$ cat config.mk
export PLATFORM = sky130hd
export DESIGN_NAME = banked_irq_ctrl
export DESIGN_NICKNAME = d
export VERILOG_FILES = /design/src/rtl/irqc_pkg.sv /design/src/rtl/irqc_mask_bank.sv /design/src/rtl/irqc_bank0_merge.sv /design/src/rtl/banked_irq_ctrl.sv
export SDC_FILE = /design/constraint.sdc
export NUM_CORES = 1
export LEC_CHECK = 0
export ABC_AREA = 1
export BUFFER_PORTS_ARGS = -buffer_cell sky130_fd_sc_hd__buf_2
export CAP_MARGIN = 20
export CORE_MARGIN = 2
export CORE_UTILIZATION = 50
export CTS_CLUSTER_DIAMETER = 100
export DETAILED_ROUTE_END_ITERATION = 8
export HOLD_SLACK_MARGIN = 0.03
export PLACE_DENSITY = 0.8
export SLEW_MARGIN = 10
export SYNTH_ARGS = -nofsm -noshare
export SYNTH_HDL_FRONTEND = slang
export SYNTH_SLANG_ARGS = --single-unit
$ cat constraint.sdc
create_clock -name clk -period 1.64 [get_ports clk]
set_clock_uncertainty 0.2 [all_clocks]
set_input_delay 0.164 -clock clk [delete_from_list [all_inputs] [get_ports clk]]
set_output_delay 0.164 -clock clk [all_outputs]
set_load 0.01 [all_outputs]
$ cat src/rtl/irqc_pkg.sv
package irqc_pkg;
  localparam int DATA_W   = 32;
  localparam int ADDR_W   = 6;
  localparam int B0_SRC   = 8;
  localparam int BX_SRC   = 32;
  localparam int N_SC1    = 5;
  localparam int N_SC2    = 6;
  localparam int SUM1_POS = B0_SRC;
  localparam int SUM2_POS = B0_SRC + 1;
  localparam int SC1_POS  = B0_SRC + 2;
  localparam int SC2_POS  = SC1_POS + N_SC1;
  localparam int USED_W   = SC2_POS + N_SC2;

  localparam logic [ADDR_W-1:0] A_PEND0 = 6'h00;
  localparam logic [ADDR_W-1:0] A_PEND1 = 6'h04;
  localparam logic [ADDR_W-1:0] A_PEND2 = 6'h08;
  localparam logic [ADDR_W-1:0] A_EN1   = 6'h10;
  localparam logic [ADDR_W-1:0] A_EN2   = 6'h14;
  localparam logic [ADDR_W-1:0] A_EN0   = 6'h18;
  localparam logic [ADDR_W-1:0] A_DIS1  = 6'h1C;
  localparam logic [ADDR_W-1:0] A_DIS2  = 6'h20;
  localparam logic [ADDR_W-1:0] A_DIS0  = 6'h24;

  // Source index in bank 1 of mirror slot k
  function automatic int sc1_src(input int k);
    case (k)
      0: return 7;
      1: return 9;
      2: return 10;
      3: return 18;
      default: return 19;
    endcase
  endfunction

  // Source index in bank 2 of mirror slot k
  function automatic int sc2_src(input int k);
    if (k < 5) return 21 + k;
    return 30;
  endfunction

  function automatic logic [BX_SRC-1:0] sc1_set();
    logic [BX_SRC-1:0] m;
    m = '0;
    for (int k = 0; k < N_SC1; k++) m[sc1_src(k)] = 1'b1;
    return m;
  endfunction

  function automatic logic [BX_SRC-1:0] sc2_set();
    logic [BX_SRC-1:0] m;
    m = '0;
    for (int k = 0; k < N_SC2; k++) m[sc2_src(k)] = 1'b1;
    return m;
  endfunction
endpackage

$ cat src/rtl/irqc_mask_bank.sv
module irqc_mask_bank #(
  parameter int W = 32,
  parameter int ADDR_W = 6,
  parameter int DATA_W = 32,
  parameter logic [ADDR_W-1:0] SET_ADDR = '0,
  parameter logic [ADDR_W-1:0] CLR_ADDR = '0
) (
  input  logic              clk,
  input  logic              rst_n,
  input  logic              wr,
  input  logic [ADDR_W-1:0] addr,
  input  logic [DATA_W-1:0] wdata,
  output logic [W-1:0]      mask_q
);
  logic         set_hit;
  logic         clr_hit;
  logic [W-1:0] bits;

  assign set_hit = wr && (addr == SET_ADDR);
  assign clr_hit = wr && (addr == CLR_ADDR);
  assign bits    = wdata[W-1:0];

  always_ff @(posedge clk) begin
    if (!rst_n)       mask_q <= '0;
    else if (set_hit) mask_q <= mask_q | bits;
    else if (clr_hit) mask_q <= mask_q & ~bits;
  end

  a_r2_enable_sets: assert property (@(posedge clk) disable iff (!rst_n)
    set_hit |=> ((mask_q & $past(bits)) == $past(bits)));
  a_r2_zero_keeps: assert property (@(posedge clk) disable iff (!rst_n)
    set_hit |=> ((mask_q & ~$past(bits)) == ($past(mask_q) & ~$past(bits))));
  a_r3_disable_clears: assert property (@(posedge clk) disable iff (!rst_n)
    clr_hit |=> ((mask_q & $past(bits)) == '0));
  a_r8_hold_without_write: assert property (@(posedge clk) disable iff (!rst_n)
    !(set_hit || clr_hit) |=> $stable(mask_q));
endmodule

$ cat src/rtl/irqc_bank0_merge.sv
module irqc_bank0_merge
  import irqc_pkg::*;
(
  input  logic              clk,
  input  logic              rst_n,
  input  logic [B0_SRC-1:0] loc_pend,
  input  logic [BX_SRC-1:0] pend1,
  input  logic [BX_SRC-1:0] pend2,
  output logic [DATA_W-1:0] word
);
  localparam logic [BX_SRC-1:0] SC1_M = sc1_set();
  localparam logic [BX_SRC-1:0] SC2_M = sc2_set();

  logic [N_SC1-1:0] mir1;
  logic [N_SC2-1:0] mir2;
  logic             sum1;
  logic             sum2;

  for (genvar k = 0; k < N_SC1; k++) begin : g_mir1
    assign mir1[k] = pend1[sc1_src(k)];
  end
  for (genvar k = 0; k < N_SC2; k++) begin : g_mir2
    assign mir2[k] = pend2[sc2_src(k)];
  end

  assign sum1 = |(pend1 & ~SC1_M);
  assign sum2 = |(pend2 & ~SC2_M);
  assign word = {{(DATA_W-USED_W){1'b0}}, mir2, mir1, sum2, sum1, loc_pend};

  a_r6_mirror_no_summary: assert property (@(posedge clk) disable iff (!rst_n)
    ((pend1 != '0) && ((pend1 & SC1_M) == pend1)) |-> !word[SUM1_POS]);
  a_r7_mirror_no_summary: assert property (@(posedge clk) disable iff (!rst_n)
    ((pend2 != '0) && ((pend2 & SC2_M) == pend2)) |-> !word[SUM2_POS]);
  a_r5_summary_raised: assert property (@(posedge clk) disable iff (!rst_n)
    ((pend1 & ~SC1_M) != '0) |-> word[SUM1_POS]);
endmodule

$ cat src/rtl/banked_irq_ctrl.sv
module banked_irq_ctrl
  import irqc_pkg::*;
(
  input  logic              clk,
  input  logic              rst_n,
  input  logic [B0_SRC-1:0] src_b0,
  input  logic [BX_SRC-1:0] src_b1,
  input  logic [BX_SRC-1:0] src_b2,
  input  logic              bus_wr,
  input  logic [ADDR_W-1:0] bus_addr,
  input  logic [DATA_W-1:0] bus_wdata,
  output logic [DATA_W-1:0] bus_rdata,
  output logic              irq_out
);
  logic [B0_SRC-1:0] mask0;
  logic [BX_SRC-1:0] mask1;
  logic [BX_SRC-1:0] mask2;
  logic [BX_SRC-1:0] pend1;
  logic [BX_SRC-1:0] pend2;
  logic [B0_SRC-1:0] loc_pend;
  logic [DATA_W-1:0] top_word;

  irqc_mask_bank #(.W(B0_SRC), .ADDR_W(ADDR_W), .DATA_W(DATA_W),
                   .SET_ADDR(A_EN0), .CLR_ADDR(A_DIS0)) u_mask0 (
    .clk(clk), .rst_n(rst_n), .wr(bus_wr), .addr(bus_addr),
    .wdata(bus_wdata), .mask_q(mask0));
  irqc_mask_bank #(.W(BX_SRC), .ADDR_W(ADDR_W), .DATA_W(DATA_W),
                   .SET_ADDR(A_EN1), .CLR_ADDR(A_DIS1)) u_mask1 (
    .clk(clk), .rst_n(rst_n), .wr(bus_wr), .addr(bus_addr),
    .wdata(bus_wdata), .mask_q(mask1));
  irqc_mask_bank #(.W(BX_SRC), .ADDR_W(ADDR_W), .DATA_W(DATA_W),
                   .SET_ADDR(A_EN2), .CLR_ADDR(A_DIS2)) u_mask2 (
    .clk(clk), .rst_n(rst_n), .wr(bus_wr), .addr(bus_addr),
    .wdata(bus_wdata), .mask_q(mask2));

  assign loc_pend = src_b0 & mask0;
  assign pend1    = src_b1 & mask1;
  assign pend2    = src_b2 & mask2;

  irqc_bank0_merge u_merge (
    .clk(clk), .rst_n(rst_n), .loc_pend(loc_pend),
    .pend1(pend1), .pend2(pend2), .word(top_word));

  assign irq_out = |top_word;

  always_comb begin
    case (bus_addr)
      A_PEND0: bus_rdata = top_word;
      A_PEND1: bus_rdata = pend1;
      A_PEND2: bus_rdata = pend2;
      default: bus_rdata = '0;
    endcase
  end

  a_r10_local_drives_irq: assert property (@(posedge clk) disable iff (!rst_n)
    ((src_b0 & mask0) != '0) |-> irq_out);
  a_r10_bank1_drives_irq: assert property (@(posedge clk) disable iff (!rst_n)
    ((src_b1 & mask1) != '0) |-> irq_out);
  a_r4_bank2_drives_irq: assert property (@(posedge clk) disable iff (!rst_n)
    ((src_b2 & mask2) != '0) |-> irq_out);
endmodule

---- Yosys cells after proc, flatten, opt, wreduce, memory -nomap -nowiden ----
Cells that the tools add are included.
word-level totals
  bits in registers ....................... 72
  input bits .............................. 113
cells by class
  bitwise operators ....................... 11
  eq/ne operators ......................... 8
  multiplexer cells ....................... 7
  reductions and logical operators ........ 13
operators by type and width
  operator                                                          count
  32-bit bitwise AND                                                4
  32-bit two-way mux                                                4
  32-bit case mux with 3 select lines                               1
  72-bit OR reduction                                               1
  32-bit OR                                                         2
  32-bit inverter                                                   1
  27-bit OR reduction                                               1
  26-bit OR reduction                                               1
  6-bit by 5-bit == test with 1-bit output (second input constant)  4
  8-bit bitwise AND                                                 2
  8-bit two-way mux                                                 2
  6-bit == test (second input constant)                             2
  8-bit inverter                                                    1
  8-bit OR                                                          1
  6-bit by 3-bit == test with 1-bit output (second input constant)  1
  6-bit by 4-bit == test with 1-bit output (second input constant)  1
  1-bit logical AND                                                 6
  6-bit logical NOT                                                 1
  2-bit nonzero test                                                3

---- Logic depth before layout (Yosys ltp) ----
Gate-level depths: netlist (run 1).
  word-level depth ........................ 4
  gate-level depth with buffers ........... 8
  gate-level depth less buffers ........... 8

---- Modules after synthesis ----
From an unflattened synthesis (run 1), not the netlist that was laid out.
second synthesis, totals
  cell total of the unflattened synthesis .. 982
  area, all modules ....................... 5995.8 sq um
modules (own cells, without submodules)
  module                     sequential area each (sq um)  cells each  times used  area an instance (sq um)
  irqc_mask_bank at u_mask1  640.6                         287         1           1906.8
  banked_irq_ctrl            0.0                           353         1           1770.4
  irqc_mask_bank at u_mask2  640.6                         186         1           1382.6
  irqc_bank0_merge           0.0                           100         1           503.0
  irqc_mask_bank at u_mask0  160.2                         56          1           432.9

---- Least setup slack after synthesis (run 1) ----
No wires, ideal clock.
  kind .................................... input-to-output
  from .................................... in bus_addr[1]
  to ...................................... out bus_rdata[21]
  required time ........................... 1.276 ns
  path buffers ............................ 1
  slack ................................... 0.248 ns
  arrival time ............................ 1.028 ns
  stages on the path ...................... 6
  cell sequence ........................... nor2_4 > nand3_2 > inv_2 > nand2_4 > clkbuf_1 > o22ai_1
on the way
  word-level cells in the longest chain between the ends .. 2
  elaborated cells between the ends (all ways) .. 4
ends and longest elaborated chain
  element                                                                 RTL line               RTL
  start, declared                                                         banked_irq_ctrl.sv:10  input logic [ADDR_W-1:0] bus_addr,
  6-bit by 4-bit == test with 1-bit output, or another cell as far along  banked_irq_ctrl.sv:47  case (bus_addr)
  32-bit case mux with 3 select lines *                                   banked_irq_ctrl.sv:47
  end, declared                                                           banked_irq_ctrl.sv:12  output logic [DATA_W-1:0] bus_rdata,
Mark *: on every way between the ends. The rest lies on a longest branch, timed or not.

==> impl.org, run 1 <==
** Pwr
- The analysis attributes to cell leakage a power of 2.74 nW.
- The worst-case IR drop observed on VDD is between 0.4 and 0.5 mV.
- Total power :: around 3.8 mW
- Areal power density over the cells :: 616 nW/um^2

** Finish
- The final layout contains 976 nets.
- Total non-filler cell area in the finished layout :: around 6200 sq um
- Synth-to-layout area growth :: 53.1%
- The repair_antennas step left the layout with diodes totalling 0.
- Layout Cells excl Fill :: 970
- Of the cells placed in the final design, the portion with a size suffix greater than 1 is about a third.
- Fill cell count :: a little under 600

** STA
- Headroom to the max-slew limit came out at between 70% and 80%.
- Static timing analysis puts the maximum clock frequency at between 500 and 600 MHz.
- Setup-failing EPs final :: 13
- Number of endpoints with negative hold slack in the final report :: 0
- The number of max-slew violations in the final report came to 0.
- In the final timing run, aggregate negative setup slack is -1060 ps.
- Period minus WS final :: 1940 ps
- The final critical path takes up 118% of the cycle.
- Setup repair after global routing could not meet its margin everywhere.
- In the post-route analysis, the smallest setup slack over all paths is -301 ps.
- Least-Margin Pin Slew :: 324 ps

** Drt
- For this run, design rule violations remaining after detail routing come to 0.
- After detailed routing, the total wire length is 16700 um.
- The pre-antenna-repair detailed-routing pass consisted of 6 iterations.
- Detailed routing inserted a total of 5666 vias.
- After detailed routing, the number of vias per cell comes to 5.84.
- Once detail routing completed, the nets flagged for antenna violations numbered 0.
- Routed wire per std cell :: 17.2 um
- Number of DRC violations after detailed-routing iteration 0 :: 454

** Clock tree
- After clock tree synthesis, the clock-pin slew on the worst setup and hold paths is around 80 ps.
- The longest clock path from root to sink contains 2 buffers.
- The tree is rooted in a sky130_fd_sc_hd__clkbuf_8.
- In this run the number of H-tree levels came out at 3.
- At the later pin of the worst-skew pair, clock insertion delay measures 350 ps.
- Number of buffers created by CTS :: 9
- TritonCTS built the clock tree.
- Clock tree synthesis found a total of slightly above 70 sinks.

** Global route
- Congestion Overflow GR :: 0
- Largest net degree at the start of global routing :: 32
- Initial antenna violation count :: 0
- Total routing resource utilization after global routing :: 36.5%
- The first global-routing pass estimated between 20000 and 30000 um of wire.
- Number of global-route vias before repair :: 5364

** Worst setup path
- Termination of the worst setup path :: irq_out
- Data on the critical path is required at its endpoint by between 1000 and 1500 ps.
- The number of cells on the worst reg-to-reg path is 3.
- Critical path class :: register to primary output
- Arrival time at the worst endpoint :: between 1500 and 2000 ps
- In this run the worst path has a maximum fanout of 2.
- STA classifies the critical path startpoint as a register.
- Crit. End Element :: primary output
- Reg2reg setup slack :: just under 700 ps

** Die
- In this run the vertical extent of the chip is between 90 and 100 um.
- Placement row count :: 32
- Count of boundary I/O pins :: 146
- Starting Density :: 51.9%
- Measured along the x axis, the die boundary spans 94.1 um.
- The floorplan step defined a die boundary enclosing 8850 sq um.
- Core Area :: 7810 sq um

** Logic synthesis
- Synthesis inferred 72 register bits.
- Share of the yosys chip area belonging to registers :: between 30% and 40%
- In this run the mean area of a mapped cell was between 6 and 7 sq um.
- During synthesis, Yosys emitted a total of 0 warnings.
- The mapped netlist covers 4060 sq um.
- In this run, distinct cell masters in the synthesized netlist total 20.
- When the netlist entered floorplanning its net count stood at about 780.
- Counting every instance in the synthesized netlist gives between 600 and 700.

** Outcome
- Status :: finished, violations left
- The checks that failed: negative setup slack.

** Place
- Post-placement cell area :: 5120 sq um
- Final GP Congestion :: 0.967
- Port buffering added between 100 and 150 buffers.
- In this run, placement finished with an instance count of 913.
- DP HPWL :: 11100 um

** Hold path
- Min-delay src :: bus_addr[3]
- Class of the tightest hold or removal check :: input port to register

** Run
- The tool flagged a number of max-cap violations equal to 0.
==> report_power, final <==
| group | internal [mW] | switching (mW) | total [mW] |
|---|---|---|---|
| sequential | 1.75 | 0.00563 | 1.76 |
| clock | 0.899 | 0.671 | 1.57 |
| combinational | 0.222 | 0.274 | 0.496 |
| total | 2.87 | 0.950 | 3.82 |
==> critical path, cell delays in order, from the launching register on <==
cell	delay (ps)
sky130_fd_sc_hd__dfxtp_2	350
sky130_fd_sc_hd__nand2_2	70
sky130_fd_sc_hd__nand2_2	80
sky130_fd_sc_hd__nor2_4	120
sky130_fd_sc_hd__nand2_1	60
sky130_fd_sc_hd__nor2_1	140
sky130_fd_sc_hd__nand2_1	70
sky130_fd_sc_hd__nor2_1	90
sky130_fd_sc_hd__nand2_1	90
sky130_fd_sc_hd__buf_2	150
==> routing by layer <==
| metal | global-route usage (%) | share of wire, % |
|---|---|---|
| met4 | 20.5 | 5.4 |
| met3 | 7.70 | 11 |
| met5 | 0 | 0 |
| met2 | 60.8 | 47 |
| met1 | 43.4 | 36 |
==> what timing repair did <==
action / CTS / global route
buffers inserted: 2 / 5
hold endpoints to repair: 72 / 0
hold buffers: 33 / 0
pin swaps: 17 / 18
gates resized for setup: 59 / 62
endpoints found under the setup margin: 22 / 24
gates cloned: 1 / 0
==> through the flow <==
stage | setup slack [ps] | hold slack (ps) | utilization, %
2_1_floorplan | 248 | 111 | -
3_3_place_gp | -14.7 | 246 | 65.6
3_5_place_dp | -79.7 | 250 | 65.6
4_1_cts | -265 | 192 | 76.0
5_1_grt | -368 | 254 | 79.5
6_report | -301 | 252 | 79.5
==> final cells by class <==
| class | instances | area (sq um) | area share (%) |
|---|---|---|---|
| clock inverters | 3 | 65.1 | 1.05 |
| flip-flops and latches | 72 | 1460 | 23.5 |
| repair buffers | 220 | 1600 | 25.8 |
| well taps | 102 | 128 | 2.06 |
| inverters | 20 | 78.8 | 1.27 |
| clock buffers | 13 | 149 | 2.40 |
| multi-input cells | 540 | 2730 | 43.9 |
==> worst min-delay path by stage <==
| stage | depth (start not counted) | end | slack, ps |
|---|---|---|---|
| finish | 6 | register | 250 |
| global route | 6 | register | 250 |
| CTS | 6 | register | 190 |
| detailed placement | 2 | register | 250 |
| global placement | 2 | register | 250 |
| floorplan | 2 | register | 110 |
==> kinds of logic after synthesis <==
family | after synthesis | synth area share [%]
simple gates | 450 | 46.9
compound gates | 90 | 11.8
flops | 72 | 35.5
buf+inv | 52 | 5.77
==> cell usage after synthesis <==
master                     count  area (sq um)
sky130_fd_sc_hd__nand2_4       1          11.3
sky130_fd_sc_hd__nor2_1       32           120
sky130_fd_sc_hd__o22ai_1      11          68.8
sky130_fd_sc_hd__nand4_1       1          6.26
sky130_fd_sc_hd__inv_2         4          15.0
sky130_fd_sc_hd__nand4_2       1          12.5
sky130_fd_sc_hd__nor3_2        1          10.0
sky130_fd_sc_hd__nand3_2       2          20.0
sky130_fd_sc_hd__nor2_4        1          11.3
sky130_fd_sc_hd__buf_4         5          37.5
sky130_fd_sc_hd__buf_2        15          75.1
sky130_fd_sc_hd__a21oi_1      73           365
sky130_fd_sc_hd__o211ai_1      6          45.0
sky130_fd_sc_hd__clkbuf_1     12          45.0
sky130_fd_sc_hd__nand2_1     281          1050
sky130_fd_sc_hd__dfxtp_1      72          1440
sky130_fd_sc_hd__nor2_2        3          18.8
sky130_fd_sc_hd__nand3_1     127           636
sky130_fd_sc_hd__clkinv_2      1          5.00
sky130_fd_sc_hd__inv_1        15          56.3
==> cell usage in the layout (no fill, tap or decap), types with 10 or more instances in the layout <==
cell type,Yosys,routed
sky130_fd_sc_hd__buf_6,0,22
sky130_fd_sc_hd__dfxtp_1,72,62
sky130_fd_sc_hd__nand2_2,0,28
sky130_fd_sc_hd__nor2_2,3,11
sky130_fd_sc_hd__a21oi_1,73,73
sky130_fd_sc_hd__clkbuf_8,0,10
sky130_fd_sc_hd__dlygate4sd3_1,0,33
sky130_fd_sc_hd__nand3_1,127,96
sky130_fd_sc_hd__buf_2,15,133
sky130_fd_sc_hd__nor2_1,32,20
sky130_fd_sc_hd__nand3_2,2,30
sky130_fd_sc_hd__buf_4,5,22
sky130_fd_sc_hd__inv_1,15,15
sky130_fd_sc_hd__nand2_1,281,251
No activity file was read; power rests on OpenSTA's default activity.
==> inputs of run 2 (changes only) <==
--- a/config.mk
+++ b/config.mk
@@ -11,3 +11,4 @@
 export CORE_MARGIN = 2
-export CORE_UTILIZATION = 50
+export CORE_UTILIZATION = 52
+export CTS_BUF_LIST = sky130_fd_sc_hd__clkbuf_2
 export CTS_CLUSTER_DIAMETER = 100
@@ -15,3 +16,3 @@
 export HOLD_SLACK_MARGIN = 0.03
-export PLACE_DENSITY = 0.8
+export PLACE_DENSITY = 0.83
 export SLEW_MARGIN = 10
--- a/constraint.sdc
+++ b/constraint.sdc
@@ -4,2 +4,2 @@
 set_output_delay 0.164 -clock clk [all_outputs]
-set_load 0.01 [all_outputs]
+set_load 0.005 [all_outputs]
==> run 2 against run 1 <==
Against the previous run:
- the run still ends with negative setup slack left
- routed wire length up 12%
- sequential power about the same
- cell count up 2.4%
- critical endpoint is now bus_rdata[9]
- hold slack worse by 180 ps
- sequential cell count unchanged
- first-iteration DRC count up 45%
- sequential share of layout area down 0.21 points
- count of clock-buffer cells in the layout down 4
- largest cell class unchanged
- largest power group unchanged
- clock power down 38%
- die area down 3.7%
- final area up 4.1%
==> impl.org, run 2 (synthesis gave the netlist of run 1 again) <==
** Finish
- The area added between synthesis and finish came to 59.3% (was 53.1%).
- Diode insertion count for antenna repair :: 0 (unchanged)
- NumNets Final :: 1000 (was 976)
- Layout Cells excl Fill :: 993 (was 970)
- Total non-filler cell area in the finished layout :: 6460 sq um (was 6210 sq um)
- Most common library cell in the layout ignoring fill and taps :: sky130_fd_sc_hd__nand2_1 (unchanged)
- Highest-count cells in the layout ignoring fill and taps: sky130_fd_sc_hd__nand2_1, sky130_fd_sc_hd__buf_2, sky130_fd_sc_hd__nand3_1 (unchanged).
- Proportion of layout cells with a drive suffix above 1 :: 44.0% (was 34.6%)
- Fill cell count :: 460 (was 577)

** Global route
- The initial antenna violation count is 0 (unchanged).
- Total routing resource utilization after global routing :: 37.8% (was 36.5%)
- Number of global-route vias before repair :: 5447 (was 5364)
- The total congestion overflow after global routing was 0 (unchanged).
- First-pass GRT wire length :: 25500 um (was 25100 um)
- The pin count of the biggest net entering global routing came to 32 (unchanged).

** Clock tree
- H-tree levels :: 3 (unchanged)
- Latest clock arrival within the worst-skew pair :: 500 ps (was 350 ps)
- Clock slew at the register clock pins of the worst setup and hold paths :: 220 ps (was 80 ps)
- The number of buffers inserted during clock tree synthesis was 9 (unchanged).
- The maximum buffer depth of the clock tree is 2 (unchanged).
- Clock tree from TritonCTS :: built (unchanged)
- Number of clock sinks :: 72 (unchanged)
- The clock tree root buffer cell is sky130_fd_sc_hd__clkbuf_2 (was sky130_fd_sc_hd__clkbuf_8).

** Place
- Final GP Congestion :: 0.939 (was 0.967)
- The number of buffers added on ports came to 145 (unchanged).
- Post-placement cell count :: 915 (was 913)
- The worst-case setup slack after placement was -57.4 ps (was -79.7 ps).
- The detailed-placement wirelength estimate is 11200 um (was 11100 um).
- Post-placement cell area :: 5090 sq um (was 5120 sq um)

** Die
- The total core area was 7650 sq um (was 7810 sq um).
- The count of standard-cell rows came to 32 (unchanged).
- The die outline height is 92.3 um (was 94.1 um).
- Chip Width :: 92.3 um (was 94.1 um)
- The initial core utilization is 53.0% (was 51.9%).
- Die outline area :: 8520 sq um (was 8850 sq um)
- Count of boundary I/O pins :: 146 (unchanged)

** STA
- The final setup violation count is 22 (was 13).
- Least-Margin Pin Slew :: 959 ps (was 324 ps)
- Fraction of the cycle the final worst path needs :: 134% (was 118%)
- The fmax came to 457 MHz (was 515 MHz).
- The number of hold violations in the final report came to 0 (unchanged).
- RSZ-0062 raised after global routing :: yes (unchanged)
- The aggregate negative setup slack is -2050 ps (was -1060 ps).
- Worst slew margin relative to its limit :: 35.8% (was 78.4%)
- Count of final max-slew check failures :: 0 (unchanged)
- The shortest period the worst path allows came to 2190 ps (was 1940 ps).
- The minimum setup slack in the final design came to -550 ps (was -301 ps).

** Pwr
- The power per cell area was 506 nW/um^2 (was 616 nW/um^2).
- The reported leakage power was 2.84 nW (was 2.74 nW).
- Total power :: 3.27 mW (was 3.82 mW)
- The highest ir drop seen on vdd was 0.384 mV (was 0.435 mV).

** Worst setup path
- The largest fanout on the critical path was 2 (unchanged).
- Critical path class :: register to primary output (unchanged)
- The capturing element type of the critical path is a primary output (unchanged).
- The data required time at the worst endpoint is 1280 ps (about the same).
- Arrival time at the worst endpoint :: 1830 ps (was 1580 ps)
- Startpoint kind of the worst setup timing path :: register (unchanged)

** Drt
- Number of vias per cell :: 6.14 (was 5.84)
- Number of DRC violations after detailed-routing iteration 0 :: 657 (was 454)
- The antenna violation net count after detailed routing was 0 (unchanged).
- Total via count in the routed design :: 6096 (was 5666)
- The average detailed-routed wire length per instance came to 18.8 um (was 17.2 um).
- The number of remaining DRC errors was 0 (unchanged).
- The number of detailed-route iterations in the first pass is 6 (unchanged).
- Total Routed Length :: 18700 um (was 16700 um)

** Hold path
- The classification of the worst-slack hold path was input port to register (unchanged).

** Outcome
- Status :: finished, violations left (unchanged)
- Violated checks :: negative setup slack (unchanged)

** Run
- MaxCap Viol Count :: 0 (unchanged)
[run 2: changes by cell type in the layout (fill, tap and decap cells not counted), moves of 10 or more]
cell                       change
sky130_fd_sc_hd__dfxtp_2      +40
sky130_fd_sc_hd__dfxtp_1      -39
sky130_fd_sc_hd__nand2_1      -18
sky130_fd_sc_hd__nand2_2      +16
sky130_fd_sc_hd__buf_2        +10
sky130_fd_sc_hd__clkbuf_8     -10
[run 2: what timing repair did]
item                       4_1_cts  5_1_grt
hold endpoints to repair        72       15
setup endpoints to repair       32       35
resized for setup               91      124
pin swaps                       30       51
buffers inserted                10       11
hold buffers                    38        3
gates cloned                     2        2
[run 2: metrics by stage]
stage               hold slack [ps]  utilization, %
detailed placement              250            66.5
finish                         71.9            84.5
CTS                            30.6            76.8
global route                   74.3            84.5
floorplan                       111               -
global placement                245            66.5
[run 2: final cells by class]
| cell class | instances | area (sq um) | area share (%) |
|---|---|---|---|
| Tap cell | 102 | 128 | 1.98 |
| Clock inverter | 6 | 51.3 | 0.794 |
| Timing Repair Buffer | 244 | 1770 | 27.5 |
| Sequential cell | 72 | 1500 | 23.3 |
| Inverter | 20 | 93.8 | 1.45 |
| Clock buffer | 9 | 45.0 | 0.697 |
| Multi-Input combinational cell | 540 | 2870 | 44.4 |
[run 2: worst max-delay path, cell delays in order, from the launching register on]
cell	delay, ps
sky130_fd_sc_hd__dfxtp_2	370
sky130_fd_sc_hd__nand2_2	80
sky130_fd_sc_hd__nand2_2	70
sky130_fd_sc_hd__nor2_2	150
sky130_fd_sc_hd__nand2_1	120
sky130_fd_sc_hd__nor2_2	160
sky130_fd_sc_hd__nand2_1	90
sky130_fd_sc_hd__nand2_1	80
sky130_fd_sc_hd__nand2_1	70
sky130_fd_sc_hd__buf_2	130
[run 2: worst paths after layout]
path                                     end      from  slack (ps)  depth (start not counted)
worst min register to register      register  register         270                          2
worst min-delay path                register    bus_wr          70                          6
worst max register to register      register  register         270                          3
worst max-delay path            bus_rdata[9]  register        -550                          9
[run 2: per-layer routing]
| metal | up-vias | wire length [um] | track usage (%) |
|---|---|---|---|
| met5 | - | 0 | 0 |
| met4 | 0 | 1200 | 16.5 |
| met3 | 150 | 2290 | 5.61 |
| met2 | 561 | 8720 | 64.5 |
| met1 | 2728 | 6470 | 47.2 |
| li1 | 2657 | - | - |
[run 2: where the power goes]
part / internal [mW] / total [mW] / switching, mW
Sequential: 1.76 / 1.76 / 0.00599
Clock: 0.325 / 0.975 / 0.651
Combinational: 0.232 / 0.529 / 0.297
==> inputs of run 3 (changes only) <==
- CORE_MARGIN: 2 -> 3
- CTS_BUF_LIST: sky130_fd_sc_hd__clkbuf_2 -> sky130_fd_sc_hd__clkbuf_4 sky130_fd_sc_hd__clkbuf_8
==> run 3 against run 2 <==
Against the previous run:
- the run still ends with negative setup slack left
- routed wire length fell by 5.8%
- register-to-register slack improved by 430 ps
- first-iteration DRC count is 6.1% lower
- utilization shrank 0.85 points
- clock power is 70% higher
- count of clock-buffer cells in the layout up 2
- sequential power about the same
- critical endpoint is now irq_out
- non-clock buffer count shrank 17
- maximum frequency is 15% higher
==> impl.org, run 3 (synthesis gave the netlist of run 1 again) <==
** Die
- The full die area came to 8890 sq um (was 8520 sq um).
- Count of boundary I/O pins :: 146 (unchanged)
- Core Area :: 7410 sq um (was 7650 sq um)
- The die outline height came to 94.3 um (was 92.3 um).
- Chip Width :: 94.3 um (was 92.3 um)
- The count of standard-cell rows is 31 (was 32).
- The initial core utilization was 54.7% (was 53.0%).

** Worst setup path
- Crit. End Element :: primary output (unchanged)
- Arrival time at the worst endpoint :: 1540 ps (was 1830 ps)
- The category of the worst setup path launch point was a register (unchanged).
- The flop-to-flop setup slack came to 700 ps (was 270 ps).
- The depth of the worst register-to-register path came to 3 (unchanged).
- Crit path required time :: 1280 ps (about the same)
- The kind of critical path is register to primary output (unchanged).
- The largest fanout on the critical path was 2 (unchanged).

** Pwr
- Leak :: 2.78 nW (was 2.84 nW)
- The total power was 3.91 mW (was 3.27 mW).
- IR Drop Worst-Case VDD :: 0.389 mV (was 0.384 mV)
- The power per cell area came to 630 nW/um^2 (was 506 nW/um^2).

** Finish
- The most common library cell in the layout ignoring fill and taps was sky130_fd_sc_hd__nand2_1 (unchanged).
- Multi-input combinational cell area :: 2760 sq um (was 2870 sq um)
- The utilization of the core after routing is 83.6% (was 84.5%).
- Synth-to-layout area growth :: 52.8% (was 59.3%)
- The area occupied by registers came to 1470 sq um (was 1500 sq um).
- Highest-count cells in the layout ignoring fill and taps: sky130_fd_sc_hd__nand2_1, sky130_fd_sc_hd__buf_2, sky130_fd_sc_hd__nand3_1 (unchanged).
- The fraction of final layout cells sized beyond drive strength 1 came to 38.3% (was 44.0%).
- NumNets Final :: 983 (was 1000)
- The number of antenna cells inserted was 0 (unchanged).
- Fill cell count :: 477 (was 460)
- Total non-filler cell area in the finished layout :: 6200 sq um (was 6460 sq um)

** Global route
- The pin count of the biggest net entering global routing is 73 (was 32).
- Number of global-route vias before repair :: 5376 (was 5447)
- The first-pass GRT wire length is 24900 um (was 25500 um).
- The initial antenna violation count was 0 (unchanged).
- Congestion Overflow GR :: 0 (unchanged)
- Total routing resource utilization after global routing :: 35.6% (was 37.8%)

** STA
- Worst slew margin relative to its limit :: 77.3% (was 35.8%)
- RSZ-0062 raised after global routing :: yes (unchanged)
- The final setup violation count came to 8 (was 22).
- Total negative slack for setup checks :: -847 ps (was -2050 ps)
- The fmax came to 525 MHz (was 457 MHz).
- The pin slew with the least headroom to its limit came to 341 ps (was 959 ps).
- Number of endpoints with negative hold slack in the final report :: 0 (unchanged)
- The shortest period the worst path allows is 1900 ps (was 2190 ps).
- The number of max-slew violations in the final report came to 0 (unchanged).
- The final clock period utilization by the worst path was 116% (was 134%).
- Smallest setup slack after layout :: -264 ps (was -550 ps)

** Clock tree
- The number of buffers inserted during clock tree synthesis is 9 (unchanged).
- Clock slew at the register clock pins of the worst setup and hold paths :: 80 ps (was 220 ps)
- Cell at the root of the clock tree :: sky130_fd_sc_hd__clkbuf_8 (was sky130_fd_sc_hd__clkbuf_2)
- The clock insertion delay at the later pin of the skew report came to 350 ps (was 500 ps).
- Bufs on Longest Clock Path :: 2 (unchanged)
- H-tree levels :: 3 (unchanged)
- The number of sinks driven by the clock tree was 72 (unchanged).
- The clock tree from TritonCTS is built (unchanged).

** Hold path
- The classification of the worst-slack hold path is input port to register (unchanged).
- Hold path cells :: 4 (was 6)
- Min-delay src :: rst_n (was bus_wr)

** Outcome
- Violated checks :: negative setup slack (unchanged)
- Status :: finished, violations left (unchanged)

** Run
- MaxCap Viol Count :: 0 (unchanged)

** Place
- The worst-case setup slack after placement was -50.9 ps (was -57.4 ps).
- Quantity of I/O buffers inserted on ports :: 145 (unchanged)
- Final GP Congestion :: 0.918 (was 0.939)
- The post-place instance area was 5060 sq um (was 5090 sq um).
- DP HPWL :: 11300 um (was 11200 um)

** Drt
- Total via count in the routed design :: 5892 (was 6096)
- Routed wire per std cell :: 18.1 um (was 18.8 um)
- Number of vias per cell :: 6.06 (was 6.14)
- The antenna violation net count after detailed routing is 0 (unchanged).
- Number of detailed-routing iterations run before antenna repair :: 6 (unchanged)
- The number of DRC violations after detailed-routing iteration 0 was 617 (was 657).
- The number of remaining DRC errors came to 0 (unchanged).
- Total Routed Length :: 17600 um (was 18700 um)
run 3: cell types whose count changed in the layout (fill, tap and decap cells not counted), sizes merged:
| cell | delta |
|---|---|
| dlygate4sd3 | -8 |
| inv | +2 |
| bufinv | +1 |
| buf | -7 |
| clkinv | -5 |
run 3: power breakdown:
group / internal [mW] / switching (mW) / total, mW
registers: 1.75 / 0.00583 / 1.76
logic: 0.212 / 0.273 / 0.485
clock network: 0.938 / 0.723 / 1.66
run 3: per-layer routing:
| metal | wire, um | global-route usage [%] |
|---|---|---|
| met1 | 6190 | 43.5 |
| met4 | 949 | 15.5 |
| met2 | 8290 | 60.5 |
| met5 | 0 | 0 |
| met3 | 2170 | 7.21 |
run 3: cell type report:
cell class	count	area share (%)
clock inverter	4	1.23
multi-input combinational	540	44.5
timing repair buffer	227	24.9
sequential	72	23.7
clock buffer	11	2.44
tap	99	2.00
inverter	20	1.33
run 3: how the worst max path moves through the flow:
stage | from | to | slack (ps) | depth (start not counted)
final | register | irq_out | -260 | 9
after global routing | register | irq_out | -330 | 9
after CTS | register | irq_out | -240 | 9
after detailed placement | bus_addr[1] | register | -50 | 8
after global placement | bus_addr[1] | bus_rdata[20] | -0.5 | 8
after floorplan | bus_addr[1] | bus_rdata[0] | 290 | 8
run 3: stage by stage:
step | std cells | hold WS (ps)
CTS | 967 | 105
detailed placement | 914 | 251
floorplan | 664 | 111
finish | 973 | 106
global route | 973 | 124
global placement | 914 | 246
run 3: critical path, cell delays in order, from the launching register on:
cell	delay [ps]
sky130_fd_sc_hd__dfxtp_1	340
sky130_fd_sc_hd__nand2_1	100
sky130_fd_sc_hd__nand2_1	60
sky130_fd_sc_hd__nor2_1	130
sky130_fd_sc_hd__nand2_2	80
sky130_fd_sc_hd__nor2_2	110
sky130_fd_sc_hd__inv_1	50
sky130_fd_sc_hd__nor2_1	100
sky130_fd_sc_hd__nand2_1	80
sky130_fd_sc_hd__buf_2	130
run 3: repair_timing:
action | in CTS | in global routing
hold buffers | 32 | 0
resized for setup | 42 | 102
buffers inserted | 6 | 5
endpoints found under the hold margin | 72 | 0
pin swaps | 22 | 49
gates cloned | 0 | 1
endpoints found under the setup margin | 16 | 25
